--- src/rtl/pas_pkg.sv ---
package pas_pkg;

    typedef enum logic [1:0] {
        ST_IDLE    = 2'd0,
        ST_ATTACH  = 2'd1,
        ST_REGWR   = 2'd2,
        ST_RELEASE = 2'd3
    } pas_state_e;

    localparam int IDX_W        = 5;
    localparam int BASE_STEPS   = 9;
    localparam int ENH_STEPS    = 19;
    localparam int REL_STEPS    = 5;
    localparam int ENH_MODE_MIN = 3;

    localparam logic [7:0] WAKE_REG_ADDR = 8'h86;
    localparam logic [7:0] WAKE_REG_VAL  = 8'h08;
    localparam logic [7:0] RST_DATA      = 8'h00;
    localparam logic [7:0] RST_CTRL      = 8'h04;

    typedef struct packed {
        logic       to_ctrl;
        logic [7:0] val;
    } pas_step_t;

endpackage

--- src/rtl/pas_step_rom.sv ---
module pas_step_rom
    import pas_pkg::*;
(
    input  logic             release_seq,
    input  logic [IDX_W-1:0] idx,
    input  logic [7:0]       sav_data,
    input  logic [7:0]       sav_ctrl,
    output pas_step_t        step
);

    function automatic pas_step_t mk(input logic c, input logic [7:0] v);
        pas_step_t s;
        s.to_ctrl = c;
        s.val     = v;
        return s;
    endfunction

    always_comb begin
        step = mk(1'b1, RST_CTRL);
        if (release_seq) begin
            unique case (idx)
                5'd0:    step = mk(1'b0, sav_data);
                5'd1:    step = mk(1'b1, 8'h01);
                5'd2:    step = mk(1'b1, 8'h04);
                5'd3:    step = mk(1'b0, sav_data);
                default: step = mk(1'b1, sav_ctrl);
            endcase
        end else begin
            unique case (idx)
                5'd0:    step = mk(1'b1, 8'h04);
                5'd1:    step = mk(1'b0, 8'hA0);
                5'd2:    step = mk(1'b0, 8'h50);
                5'd3:    step = mk(1'b0, 8'hC0);
                5'd4:    step = mk(1'b0, 8'h30);
                5'd5:    step = mk(1'b0, 8'hA0);
                5'd6:    step = mk(1'b0, 8'h00);
                5'd7:    step = mk(1'b1, 8'h01);
                5'd8:    step = mk(1'b1, 8'h04);
                5'd9:    step = mk(1'b0, 8'h0A);
                5'd10:   step = mk(1'b1, 8'h01);
                5'd11:   step = mk(1'b1, 8'h04);
                5'd12:   step = mk(1'b0, 8'h82);
                5'd13:   step = mk(1'b1, 8'h04);
                5'd14:   step = mk(1'b1, 8'h0C);
                5'd15:   step = mk(1'b1, 8'h04);
                5'd16:   step = mk(1'b1, 8'h24);
                5'd17:   step = mk(1'b1, 8'h26);
                default: step = mk(1'b1, 8'h04);
            endcase
        end
    end

endmodule

--- src/rtl/pas_hold_timer.sv ---
module pas_hold_timer #(
    parameter int DLY_W = 8
) (
    input  logic             clk,
    input  logic             rst_n,
    input  logic             restart,
    input  logic [DLY_W-1:0] limit,
    output logic             hold_done,
    output logic             fresh
);

    logic [DLY_W-1:0] cnt_q;

    always_ff @(posedge clk) begin
        if (!rst_n)          cnt_q <= '0;
        else if (restart)    cnt_q <= '0;
        else if (!hold_done) cnt_q <= cnt_q + 1'b1;
    end

    assign hold_done = (cnt_q == limit);
    assign fresh     = (cnt_q == '0);

    // the counter never passes the limit
    p_cnt_bounded_r4: assert property (@(posedge clk) disable iff (!rst_n)
        (hold_done && !restart) |=> hold_done);

endmodule

--- src/rtl/pport_attach_seq.sv ---
module pport_attach_seq
    import pas_pkg::*;
#(
    parameter int DLY_W = 8
) (
    input  logic             clk,
    input  logic             rst_n,
    input  logic [2:0]       mode,
    input  logic [DLY_W-1:0] step_dly,
    input  logic             conn_req,
    input  logic             disc_req,
    input  logic [7:0]       port_data_in,
    input  logic [7:0]       port_ctrl_in,
    output logic [7:0]       data_out,
    output logic [7:0]       ctrl_out,
    output logic             regw_req,
    output logic [7:0]       regw_addr,
    output logic [7:0]       regw_data,
    input  logic             regw_done,
    output logic             busy,
    output logic             connected
);

    pas_state_e       st_q;
    logic [IDX_W-1:0] idx_q, rom_idx;
    logic [7:0]       sav_d_q, sav_c_q, data_q, ctrl_q;
    logic [DLY_W-1:0] dly_q;
    logic             enh_q, req_q, conn_q;
    logic             acc_att, acc_rel, stepping, advance, last, restart;
    logic             hold_done, fresh;
    logic [IDX_W-1:0] last_idx;
    pas_step_t        step;

    assign acc_att  = (st_q == ST_IDLE) && conn_req && !conn_q;
    assign acc_rel  = (st_q == ST_IDLE) && disc_req && conn_q;
    assign stepping = (st_q == ST_ATTACH) || (st_q == ST_RELEASE);
    assign advance  = stepping && hold_done;
    assign last_idx = (st_q == ST_RELEASE) ? IDX_W'(REL_STEPS - 1)
                    : (enh_q ? IDX_W'(ENH_STEPS - 1) : IDX_W'(BASE_STEPS - 1));
    assign last     = (idx_q == last_idx);
    assign restart  = acc_att || acc_rel || (advance && !last);
    assign rom_idx  = (acc_att || acc_rel) ? '0 : idx_q + 1'b1;

    pas_step_rom u_rom (
        .release_seq (acc_rel || (st_q == ST_RELEASE)),
        .idx         (rom_idx),
        .sav_data    (sav_d_q),
        .sav_ctrl    (sav_c_q),
        .step        (step)
    );

    pas_hold_timer #(.DLY_W(DLY_W)) u_timer (
        .clk       (clk),
        .rst_n     (rst_n),
        .restart   (restart),
        .limit     (dly_q),
        .hold_done (hold_done),
        .fresh     (fresh)
    );

    // State register and step index
    always_ff @(posedge clk) begin
        if (!rst_n) begin
            st_q  <= ST_IDLE;
            idx_q <= '0;
        end else begin
            unique case (st_q)
                ST_IDLE: begin
                    idx_q <= '0;
                    if (acc_rel)      st_q <= ST_RELEASE;
                    else if (acc_att) st_q <= ST_ATTACH;
                end
                ST_ATTACH: if (advance) begin
                    if (last) st_q  <= ST_REGWR;
                    else      idx_q <= idx_q + 1'b1;
                end
                ST_REGWR: if (regw_done) st_q <= ST_IDLE;
                ST_RELEASE: if (advance) begin
                    if (last) st_q  <= ST_IDLE;
                    else      idx_q <= idx_q + 1'b1;
                end
                default: st_q <= ST_IDLE;
            endcase
        end
    end

    // Port values, captured settings, handshake and session flag
    always_ff @(posedge clk) begin
        if (!rst_n) begin
            data_q  <= RST_DATA;
            ctrl_q  <= RST_CTRL;
            sav_d_q <= '0;
            sav_c_q <= '0;
            dly_q   <= '0;
            enh_q   <= 1'b0;
            req_q   <= 1'b0;
            conn_q  <= 1'b0;
        end else begin
            if (acc_att) begin
                sav_d_q <= port_data_in;
                sav_c_q <= port_ctrl_in;
                enh_q   <= (mode >= 3'(ENH_MODE_MIN));
            end
            if (acc_att || acc_rel) dly_q <= step_dly;
            if (acc_att || acc_rel || (advance && !last)) begin
                if (step.to_ctrl) ctrl_q <= step.val;
                else              data_q <= step.val;
            end
            if ((st_q == ST_ATTACH) && advance && last) req_q <= 1'b1;
            if ((st_q == ST_REGWR) && regw_done) begin
                req_q  <= 1'b0;
                conn_q <= 1'b1;
            end
            if ((st_q == ST_RELEASE) && advance && last) conn_q <= 1'b0;
        end
    end

    assign data_out  = data_q;
    assign ctrl_out  = ctrl_q;
    assign regw_req  = req_q;
    assign regw_addr = WAKE_REG_ADDR;
    assign regw_data = WAKE_REG_VAL;
    assign busy      = (st_q != ST_IDLE);
    assign connected = conn_q;

    // the request stays up until the engine answers
    p_req_hold_r5: assert property (@(posedge clk) disable iff (!rst_n)
        (regw_req && !regw_done) |=> regw_req);
    // the session flag rises only on an accepted write
    p_conn_on_ack_r6: assert property (@(posedge clk) disable iff (!rst_n)
        $rose(connected) |-> $past(regw_req && regw_done));
    // no request is up outside a sequence
    p_req_in_busy_r11: assert property (@(posedge clk) disable iff (!rst_n)
        !busy |-> !regw_req);
    // port values hold between step edges
    p_hold_stable_r4: assert property (@(posedge clk) disable iff (!rst_n)
        (stepping && !fresh) |-> ($stable(data_out) && $stable(ctrl_out)));
    // the session flag falls only at the end of a release
    p_rel_clears_r7: assert property (@(posedge clk) disable iff (!rst_n)
        $fell(connected) |-> (!busy && $past(st_q == ST_RELEASE)));

endmodule

--- config.mk ---
export PLATFORM = sky130hd
export DESIGN_NAME = pport_attach_seq
export DESIGN_NICKNAME = d
export VERILOG_FILES = /design/src/rtl/pas_pkg.sv /design/src/rtl/pas_step_rom.sv /design/src/rtl/pas_hold_timer.sv /design/src/rtl/pport_attach_seq.sv
export SDC_FILE = /design/constraint.sdc
export NUM_CORES = 1
export LEC_CHECK = 0
export BUFFER_PORTS_ARGS = -buffer_cell sky130_fd_sc_hd__buf_2
export CORE_ASPECT_RATIO = 1.25
export CORE_MARGIN = 10
export CORE_UTILIZATION = 31
export CTS_CLUSTER_SIZE = 8
export DETAILED_ROUTE_END_ITERATION = 8
export PLACE_DENSITY = 0.59
export SKIP_CTS_REPAIR_TIMING = 1
export SLEW_MARGIN = 0
export SYNTH_ARGS = -nofsm -noshare
export SYNTH_HDL_FRONTEND = slang
export SYNTH_HIERARCHICAL = 1
export SYNTH_SLANG_ARGS = --single-unit
--- constraint.sdc ---
create_clock -name clk -period 3.9 [get_ports clk]
set_input_delay 0.195 -clock clk [delete_from_list [all_inputs] [get_ports clk]]
set_output_delay 0.195 -clock clk [all_outputs]
set_load 0.1 [all_outputs]
==> metrics.cfg <==
[hold_path]
hp-class = input port to register
min_path_cells = 3

[die]
io_pins = 67
die_y_um = 140
core_area_um2 = 11100
fp-row-count = 43
die_w_um = 116
die-area_um2 = 16200
start_util = 0.319

[layout]
layout_common_cells = nand2_1 (73), dfxtp_1 (58), buf_2 (50)
final_common_cell = nand2_1
drive_above_1_share = 0.175
area_growth_pct = 14.2
fillers = 1164
final_net_count = 516
n_antenna_cell = 0

[power]
cellLeakagePower_nw = 1.58
clockPowerShare = 0.420
p_per_area_nw_per_um2 = 502
ir_drop_mv = 0.238
internal-power_mw = 1.35
switchingPower_mw = 0.682
combPwrFrac = 0.250
switching_share = 0.335
pwr-share-seq = 0.331

[clocking]
clockRootBuffer = clkbuf_16
clkTransAtPathRegs_ns = 0.05
cts_made_buffers = 9
clock_path_buffers = 2
htreeDepth = 3
clock-sinks = 58
cts_tree = built
clk-insertion-delay-late_ns = 0.33

[critical_path]
start_kind = register
cp_max_fo = 29
r2r.worst_path.cells = 11
worstPathRequired_ns = 4.10
path_class = register to register
cp_data_arrival_time_ns = 3.52
end_kind = register

[flow_run]
cap_violations = 0

[global_routing]
antenna_found_initial = 0
grt_overflow_total = 0
grt_first_pass_wirelength_um = 15400
grt_max_degree = 55
grt_usage = 0.116
grt_pass1_vias = 3100

[detailed_routing]
drt_pass1_iterations = 7
viasPerCell = 5.22
initialDrtViolationCount = 246
vias = 3217
finalWirelength_um = 9300
routedWlPerCell_um = 15.1
ant_nets = 0
drc = 0

[sta]
finClkSkew_ns = 0.00711
finalSetupTns_ns = 0
hold_violations = 0
fin_crit_ns = 3.32
worst_slack_ns = 0.581
maxSlewHeadroom = 0.539
drv_slew = 0
rsz0062_at_grt = no
fmax_ghz = 0.301
worst_slew_pin_slew_ns = 0.685
finalCritPeriodShare = 0.851
finalSetupViolations = 0
holdWs_ns = 0.110

[synth]
avgSynthCellArea_um2 = 7.89
synthCells = 450
netlist_area_um2 = 3550
ys_warn_count = 6

[status]
status = completed

[placement]
gp_congestion = 0.838
preCtsSetupSlack_ns = 0.630
io_buffers = 50
hpwl_um = 6720

-- routing by layer --
metal	wire length, um	GRT usage	share of wire	vias to the layer above
met5	0	0	0	-
met1	4260	0.148	0.46	1488
li1	-	-	-	1624
met3	478	0.0288	0.051	14
met2	4420	0.183	0.47	91
met4	145	0.0409	0.016	0
-- power by group through the flow --
stage	registers, mW	clock network, mW	logic [mW]
2_1_floorplan	0.765	0	0.362
3_3_place_gp	0.684	0	0.501
3_5_place_dp	0.685	0	0.507
4_1_cts	0.673	0.871	0.509
5_1_grt	0.678	0.890	0.549
6_report	0.673	0.853	0.508
-- final cells by class --
class / count / area, um2 / area share
inverters: 7 / 26.3 / 0.00648
repair buffers: 59 / 318 / 0.0784
well taps: 135 / 169 / 0.0417
clock inverters: 2 / 60.1 / 0.0148
multi-input cells: 342 / 2060 / 0.508
flip-flops and latches: 58 / 1160 / 0.287
clock buffers: 13 / 260 / 0.0642
-- worst max-delay path: stages, from the launching register on --
cell and delay [ns]:
dfxtp_1 0.53, or2_1 0.32, a21o_1 0.14, buf_4 0.28
o21a_1 0.52, nor3_1 0.19, and3_1 0.28, a22oi_2 0.17
buf_4 0.31, buf_4 0.22, nand3b_1 0.12, nand4_1 0.11
-- stage by stage --
stage / utilization / area, um2 / std cells / power (mW)
final: 0.364 / 4050 / 616 / 2.03
after global routing: 0.364 / 4050 / 616 / 2.12
after floorplan: - / 3600 / 464 / 1.13
after detailed placement: 0.335 / 3730 / 601 / 1.19
after CTS: 0.364 / 4050 / 616 / 2.05
after global placement: 0.335 / 3730 / 601 / 1.19
-- path summary, 6_finish.rpt --
kind / from / slack (ns) / endpoint
max reg2reg: st_q[0] / 0.58 / ctrl_out[6]
max: st_q[0] / 0.58 / ctrl_out[6]
min: port_data_in[3] / 0.11 / sav_d_q[3]
min reg2reg: sav_c_q[2] / 0.45 / sav_c_q[2]
-- flip-flops by register name, summed over array words and instances (netlist names) --
name	count
regw_req	1
u_timer/cnt_q	8
data_out	8
ctrl_out	8
connected	1
st_q	2
enh_q	1
dly_q	8
idx_q	5
sav_c_q	8
sav_d_q	8
No activity file was read; power rests on OpenSTA's default activity.
